`src/rtl/cmp_pkg.sv`:
```
package cmp_pkg;
  typedef struct packed {
    logic lt;
    logic eq;
    logic gt;
  } rel_t;

  localparam rel_t REL_SAME = '{lt: 1'b0, eq: 1'b1, gt: 1'b0};
endpackage

```
`src/rtl/cmp_slice.sv`:
```
module cmp_slice
  import cmp_pkg::*;
#(
  parameter int W = 4
) (
  input  logic [W-1:0] a_nib,
  input  logic [W-1:0] b_nib,
  input  rel_t         casc_in,
  output rel_t         casc_out
);
  logic nib_same;
  logic nib_above;
  logic nib_below;

  always_comb begin
    nib_same  = (a_nib == b_nib);
    nib_above = (a_nib > b_nib);
    nib_below = (a_nib < b_nib);
    // a local difference overrides whatever arrives from below
    casc_out.eq = nib_same & casc_in.eq;
    casc_out.gt = nib_above | (nib_same & casc_in.gt);
    casc_out.lt = nib_below | (nib_same & casc_in.lt);
  end
endmodule

```
`src/rtl/cmp_flat.sv`:
```
module cmp_flat #(
  parameter int W = 8
) (
  input  logic [W-1:0] p_val,
  input  logic [W-1:0] q_val,
  output logic         eq_n,
  output logic         gt_n
);
  always_comb begin
    eq_n = ~(p_val == q_val);
    gt_n = ~(p_val > q_val);
  end
endmodule

```
`src/rtl/mag_cmp_cascade.sv`:
```
module mag_cmp_cascade
  import cmp_pkg::*;
#(
  parameter int SLICE_W    = 4,
  parameter int NUM_SLICES = 3,
  parameter int FLAT_W     = 8
) (
  input  logic [SLICE_W*NUM_SLICES-1:0] a_word,
  input  logic [SLICE_W*NUM_SLICES-1:0] b_word,
  output logic                          a_lt_b,
  output logic                          a_eq_b,
  output logic                          a_gt_b,
  input  logic [FLAT_W-1:0]             p_word,
  input  logic [FLAT_W-1:0]             q_word,
  output logic                          p_eq_q_n,
  output logic                          p_gt_q_n
);
  localparam int TOTAL_W = SLICE_W * NUM_SLICES;

  // link[i] is the relation entering slice i; link[NUM_SLICES] is the result
  rel_t [NUM_SLICES:0] link;

  assign link[0] = REL_SAME;

  for (genvar g = 0; g < NUM_SLICES; g++) begin : g_slice
    cmp_slice #(.W(SLICE_W)) u_slice (
      .a_nib   (a_word[g*SLICE_W +: SLICE_W]),
      .b_nib   (b_word[g*SLICE_W +: SLICE_W]),
      .casc_in (link[g]),
      .casc_out(link[g+1])
    );
  end

  assign a_lt_b = link[NUM_SLICES].lt;
  assign a_eq_b = link[NUM_SLICES].eq;
  assign a_gt_b = link[NUM_SLICES].gt;

  cmp_flat #(.W(FLAT_W)) u_flat (
    .p_val(p_word),
    .q_val(q_word),
    .eq_n (p_eq_q_n),
    .gt_n (p_gt_q_n)
  );

  logic unused_w;
  assign unused_w = (TOTAL_W == 0);
endmodule

```
`config.mk`:
```
export PLATFORM = sky130hd
export DESIGN_NAME = mag_cmp_cascade
export DESIGN_NICKNAME = d
export VERILOG_FILES = /design/src/rtl/cmp_pkg.sv /design/src/rtl/cmp_slice.sv /design/src/rtl/cmp_flat.sv /design/src/rtl/mag_cmp_cascade.sv
export SDC_FILE = /design/constraint.sdc
export NUM_CORES = 1
export LEC_CHECK = 0
export BUFFER_PORTS_ARGS = -buffer_cell sky130_fd_sc_hd__buf_4
export CORE_MARGIN = 1
export CORE_UTILIZATION = 43
export DETAILED_ROUTE_END_ITERATION = 10
export GPL_ROUTABILITY_DRIVEN = 0
export GPL_TIMING_DRIVEN = 1
export PLACE_DENSITY_LB_ADDON = 0.1
export SLEW_MARGIN = 30
export SYNTH_ARGS = -nofsm -noshare
export SYNTH_HDL_FRONTEND = slang
export SYNTH_HIERARCHICAL = 1
export SYNTH_SLANG_ARGS = --single-unit
```
`constraint.sdc`:
```
create_clock -name vclk -period 1.8
set_input_delay 0.27 -clock vclk [all_inputs]
set_output_delay 0.27 -clock vclk [all_outputs]
set_load 0.02 [all_outputs]
```
; Word-level counts from Yosys, hierarchy flattened
; Cells that the tools add are included.
[op_classes]
add_sub_neg = 0
n_mul = 0
div = 0
n_lt_le_gt_ge = 7
eq_ne = 4
shift = 0
n_mux = 0
bitwise = 12
n_reduce_logical = 0
[ops]
columns = cell, n
row1 = 4-bit == test, 3
row2 = 4-bit greater-than comparator, 3
row3 = 4-bit < comparator, 3
row4 = 8-bit == test, 1
row5 = 8-bit greater-than comparator, 1
row6 = 1-bit AND, 6
row7 = 1-bit OR, 4
row8 = 1-bit inverter, 2
[word_totals]
ff_bits = 0
latchBits = 0
ramBits = 0
mem_bits_ro = 0
input_bits = 40
out_inout_bits = 5
word_cells = 23
mem_count = 0

; Depth between registers and ports, before layout
; Gate-level depths: netlist of the first run.
[depth]
word_depth = 5
depth_mapped = 9
mapped_depth_nobuf = 9

; Modules after synthesis
; Netlist of the first run, hierarchy kept.
[by_module_without_submodules]
columns = module, n_inst, cells_per_inst, area_each_um2, seq_area_each_um2
row1 = cmp_slice, 3, 17, 137.6, 0.0
row2 = cmp_flat, 1, 28, 196.4, 0.0
row3 = mag_cmp_cascade, 1, 2, 7.5, 0.0

; Worst setup path before layout of the first run
; No wires, ideal clock.
[synth_timing]
path_type = input to output
from = input b_word[1]
to = output a_gt_b
arrival_ns = 1.562
setup_slack_ns = -0.032
path_stages = 9
path_buffers = 0
cell_sequence = inv_1 > ha_1 > nor2b_4 > o211ai_2 > a31oi_1 > nor2_1 > a31oi_1 > nor2_1 > a31oi_1
[synth_lines]
columns = item, line
row1 = start: declaration, mag_cmp_cascade.sv:9  ; input logic [SLICE_W*NUM_SLICES-1:0] b_word,
row2 = end: declaration, mag_cmp_cascade.sv:12  ; output logic a_gt_b,

==> results.yml, run 1 <==
pwr:
  seq_power_share_pct: 0
  p_leak_uw: 0.000596
  switching_share_pct: 41.8
  power.switching_uw: 106
  ir_drop_v: 0.000146
  combinationalPowerShare_pct: 100.0
  pwr_density_cell_mw_per_mm2: 245
  power.internal_uw: 147
  clkPwrFrac_pct: 0
  power_uw: 253
worst_setup_path:
  start_kind: "input port"
  cp.required_ps: 1530
  path_cells: "buf_6 > inv_4 > ha_4 > nor2b_4 > o211ai_2 > a22o_1 > a22o_1 > a22o_1 > buf_6"
  crit_start: "b_word[1]"
  cp_max_fo: 3
  crit_type: "input port to output pin"
  critPathArrivalTime_ps: 1610
  endpoint_kind: "output pin"
  max_stage_delay_ps: 250
  crit_slowest_cell: "ha_4"
  cp_common_cell: "a22o_1"
route:
  drt_iter0_drc: 0
  wl_um: 1410
  drc: 0
  drtAntennaViolNets: 0
  dr.pass1.iters: 1
  vias_per_cell: 4.99
  wl_per_cell_um: 9.94
  vias: 709
sta:
  finalMaxSlewViolations: 0
  max_freq_mhz: 532
  setup_ws_ps: -79.9
  finalCritPeriodShare_pct: 104
  fin_crit_ps: 1880
  setup_tns_ps: -101
  rsz0062_at_grt: "yes"
  setup_viol: 2
  hold_viol_final: 0
place:
  io_buffers: 45
  dp_slack_ps: -145
  dpl.hpwl_um: 1240
  place_area_sq_um: 983
global_routing:
  antenna_found_initial: 0
  grt_start_max_net_pins: 5
  grt_pass1_vias: 608
  overflow: 0
  grt_use_total_pct: 18.1
  grt_pass1_wl_um: 2080
final_layout:
  clock_buffers: 0
  layout.area.seq_sq_um: 0
  nFillCells: 104
  final_cell_area_sq_mm: 0.00103
  layout-drive-gt1-share_pct: 46.5
  diodes: 0
  seq_cells: 0
  nets: 189
  syn_to_final_growth_pct: 67.7
  final_util_pct: 78.5
worst_hold_path:
  hold_depth: 6
  hold_class: "input port to output pin"
  holdCritStartpoint: "p_word[7]"
floorplanning:
  die-area_sq_mm: 0.00159
  io_pins: 45
  core-area_sq_mm: 0.00132
  die_w_um: 39.9
  initial_core_util_pct: 46.8
  rows: 13
  die_y_um: 39.9
outcome:
  outcome: "finished, violations left"
  failed_checks: "setup timing"
yosys:
  yosys.area_share.simple_pct: 24.1
  synth.yosys.seq_area_share_pct: 0
  avgSynthCellArea_sq_um: 7.62
  ys.warnings.count: 6
  synthAdderAreaFrac_pct: 40.6
  synth-xor-area-share_pct: 0
  syn_inst: 81
  synth_top_family_by_area: "adder cells"
  synth_cell_types: 18
  synthMuxAreaShare_pct: 0
  synth_compound_area_share_pct: 21.9
  synthesis.area_sq_um: 617
flow_run:
  maxCapViolations: 0
clock_tree:
  cts_setup_buffers: 0
==> Yosys cell counts <==
| cell type | number | area share [%] |
|---|---|---|
| a21oi_1 | 7 | 5.7 |
| a22o_1 | 3 | 4.3 |
| a31oi_1 | 3 | 3.0 |
| and2_2 | 3 | 3.7 |
| and4_1 | 3 | 4.3 |
| conb_1 | 2 | 1.2 |
| ha_1 | 20 | 41 |
| inv_1 | 20 | 12 |
| nand2_1 | 1 | 0.61 |
| nand4_1 | 5 | 5.1 |
| nor2_1 | 3 | 1.8 |
| nor2b_1 | 1 | 1.0 |
| nor2b_4 | 3 | 6.7 |
| o211ai_1 | 1 | 1.2 |
| o211ai_2 | 3 | 6.1 |
| o21ai_0 | 1 | 0.81 |
| o21ai_1 | 1 | 0.81 |
| or2_1 | 1 | 1.0 |
==> cell families (layout without fill, tap and decap cells) <==
kind of cell | Yosys count | after routing
buf+inv | 20 | 65
fa+ha+maj | 20 | 20
simple gates | 20 | 20
other cells | 2 | 3
compound gates | 19 | 19
==> worst paths after layout <==
kind	to
worst min-delay path	p_gt_q_n
worst max-delay path	a_lt_b
==> placed cells by master (no fill, tap or decap), types with 2 or more instances in the layout <==
| cell | synthesis | final |
|---|---|---|
| and2_2 | 3 | 3 |
| nor2_1 | 3 | 3 |
| nor2b_4 | 3 | 3 |
| a31oi_1 | 3 | 2 |
| a21oi_1 | 7 | 7 |
| buf_6 | 0 | 3 |
| and4_1 | 3 | 3 |
| inv_1 | 20 | 19 |
| buf_4 | 0 | 42 |
| ha_4 | 0 | 3 |
| nand4_1 | 5 | 5 |
| o211ai_2 | 3 | 3 |
| ha_1 | 20 | 17 |
| conb_1 | 2 | 3 |
| a22o_1 | 3 | 3 |
==> critical path: cells and delay by family <==
| kind | cells | cell delay, ps |
|---|---|---|
| AO/OA/AOI/OAI | 4 | 720 |
| adder cells (fa/ha/maj) | 1 | 250 |
| buffers and inverters | 3 | 230 |
| AND/OR/NAND/NOR | 1 | 130 |
==> power by group through the flow <==
stage,Clock [uW],Combinational (uW),Sequential [uW]
floorplan,0,134,0
global placement,0,229,0
detailed placement,0,237,0
CTS,0,254,0
global route,0,282,0
finish,0,253,0
==> area by class of cell <==
class / count / area (sq um) / share of cell area (%)
multi-input combinational: 62 / 589 / 57.0
tap: 15 / 18.8 / 1.81
timing repair buffer: 45 / 349 / 33.7
inverter: 20 / 77.6 / 7.50
==> through the flow <==
stage          std cells  hold slack, ps
2_1_floorplan         82             908
5_1_grt              142            1140
6_report             142            1080
3_3_place_gp         142            1080
3_5_place_dp         142            1080
4_1_cts              142            1080
==> per-layer routing <==
layer  vias to the layer above  global-route usage, %  share of wire [%]
li1                        379                      -                  -
met1                       304                   18.1                 39
met2                        26                   39.9                 56
met3                         0                      0                5.6
met4                         0                   1.72                  0
met5                         -                      0                  0
==> timing repair <==
| item | in CTS | in global routing |
|---|---|---|
| hold buffers | 0 | 0 |
| setup endpoints to repair | 3 | 3 |
| gates resized for setup | 8 | 0 |
| pin swaps | 4 | 2 |
No activity file was read; power rests on OpenSTA's default activity.
==> run 2: changes to the inputs <==
--- a/config.mk
+++ b/config.mk
@@ -7,7 +7,7 @@
 export LEC_CHECK = 0
 export BUFFER_PORTS_ARGS = -buffer_cell sky130_fd_sc_hd__buf_4
 export CORE_MARGIN = 1
-export CORE_UTILIZATION = 43
+export CORE_UTILIZATION = 39
 export DETAILED_ROUTE_END_ITERATION = 10
 export GPL_ROUTABILITY_DRIVEN = 0
 export GPL_TIMING_DRIVEN = 1
==> constraint.sdc (replaced) <==
create_clock -name vclk -period 1.7
set_input_delay 0.255 -clock vclk [all_inputs]
set_output_delay 0.255 -clock vclk [all_outputs]
set_load 0.02 [all_outputs]
==> results.yml, run 2 (synthesis gave the netlist of run 1 again) <==
final_layout:
  diodes: 0
  layout_commonest_cell: "buf_4"
  nets: 190
  syn_to_final_growth_pct: 75.7
  seq_cells: 0
  layout-drive-gt1-share_pct: 49.2
  mostFrequentLayoutCells: "buf_4, inv_1, ha_1"
  fin_cells: 143
  layout.area.seq_sq_um: 0
  clock_buffers: 0
sta:
  whs_ps: 1050
  finalMaxSlewViolations: 0
  hold_viol_final: 0
  finalCritPeriodShare_pct: 108
  setup_ws_ps: -128
  fin_crit_ps: 1830
  setup_viol: 2
  max_freq_mhz: 547
  rsz0062_at_grt: "yes"
floorplanning:
  initial_core_util_pct: 44.6
  die-area_sq_mm: 0.00174
  core-area_sq_mm: 0.00138
  io_pins: 45
  die_w_um: 41.8
  rows: 13
  die_y_um: 41.8
route:
  dr.pass1.iters: 1
  vias: 715
  drt_iter0_drc: 0
  drc: 0
  drtAntennaViolNets: 0
  vias_per_cell: 5.00
  wl_um: 1420
  wl_per_cell_um: 9.94
pwr:
  p_leak_uw: 0.000608
  ir_drop_v: 0.000168
  power_uw: 282
  pwr_density_cell_mw_per_mm2: 260
worst_setup_path:
  start_kind: "input port"
  cp_max_fo: 3
  cp.required_ps: 1440
  crit_type: "input port to output pin"
  critPathArrivalTime_ps: 1570
  endpoint_kind: "output pin"
outcome:
  failed_checks: "setup timing"
  outcome: "finished, violations left"
place:
  dpl.hpwl_um: 1270
  io_buffers: 45
  dpl.cell_count: 143
global_routing:
  grt_pass1_vias: 656
  grt_pass1_wl_um: 2400
  grt_use_total_pct: 16.1
  antenna_found_initial: 0
  grt_start_max_net_pins: 5
  overflow: 0
worst_hold_path:
  hold_class: "input port to output pin"
clock_tree:
  postCtsHoldBufs: 0
flow_run:
  maxCapViolations: 0
run 2: cell count changes in the layout (fill, tap and decap cells not counted), sizes merged:
cell  change
buf       +1
run 2: stage by stage:
stage	util, %	instance area [sq um]	setup TNS, ps	setup WS, ps
final	78.4	1080	-221	-128
after global routing	78.4	1080	-336	-175
after CTS	75.7	1050	-255	-130
after detailed placement	71.7	991	-506	-203
after global placement	71.7	991	-451	-173
after floorplan	-	627	0	22.6
run 2: area by class of cell:
type,instances,area (sq um)
fill,110,299
inverter,20,82.6
multi-input combinational,62,603
tap,15,18.8
timing repair buffer,46,379
run 2: worst max-delay path, stage by stage:
cell and delay, ps:
buf_8 70, inv_4 30, ha_4 260, nor2b_4 130, o211ai_2 90, a22o_1 200, a22o_1 210, a22o_1 210
buf_6 130
run 2: repair_timing:
action | 4_1_cts | 5_1_grt
resized for setup | 12 | 8
endpoints found under the hold margin | 0 | 0
buffers inserted | 0 | 0
pin swaps | 5 | 7
setup endpoints to repair | 3 | 3
run 2: power by group:
group | leakage (uW) | internal (uW) | switching, uW
combinational | 0.000608 | 166 | 116
clock | 0 | 0 | 0
sequential | 0 | 0 | 0
total | 0.000608 | 166 | 116
run 2: worst paths after layout:
check / start / end / cells after the start
worst max-delay path: b_word[1] / a_lt_b / 9
worst min-delay path: p_word[7] / p_gt_q_n / 6
run 2: routing by layer:
metal | track usage (%) | up-vias | part of all wire, %
met4 | 0 | 0 | 0
li1 | - | 378 | -
met2 | 33.4 | 26 | 54
met3 | 0 | 0 | 5.7
met5 | 0 | - | 0
met1 | 19.0 | 311 | 40
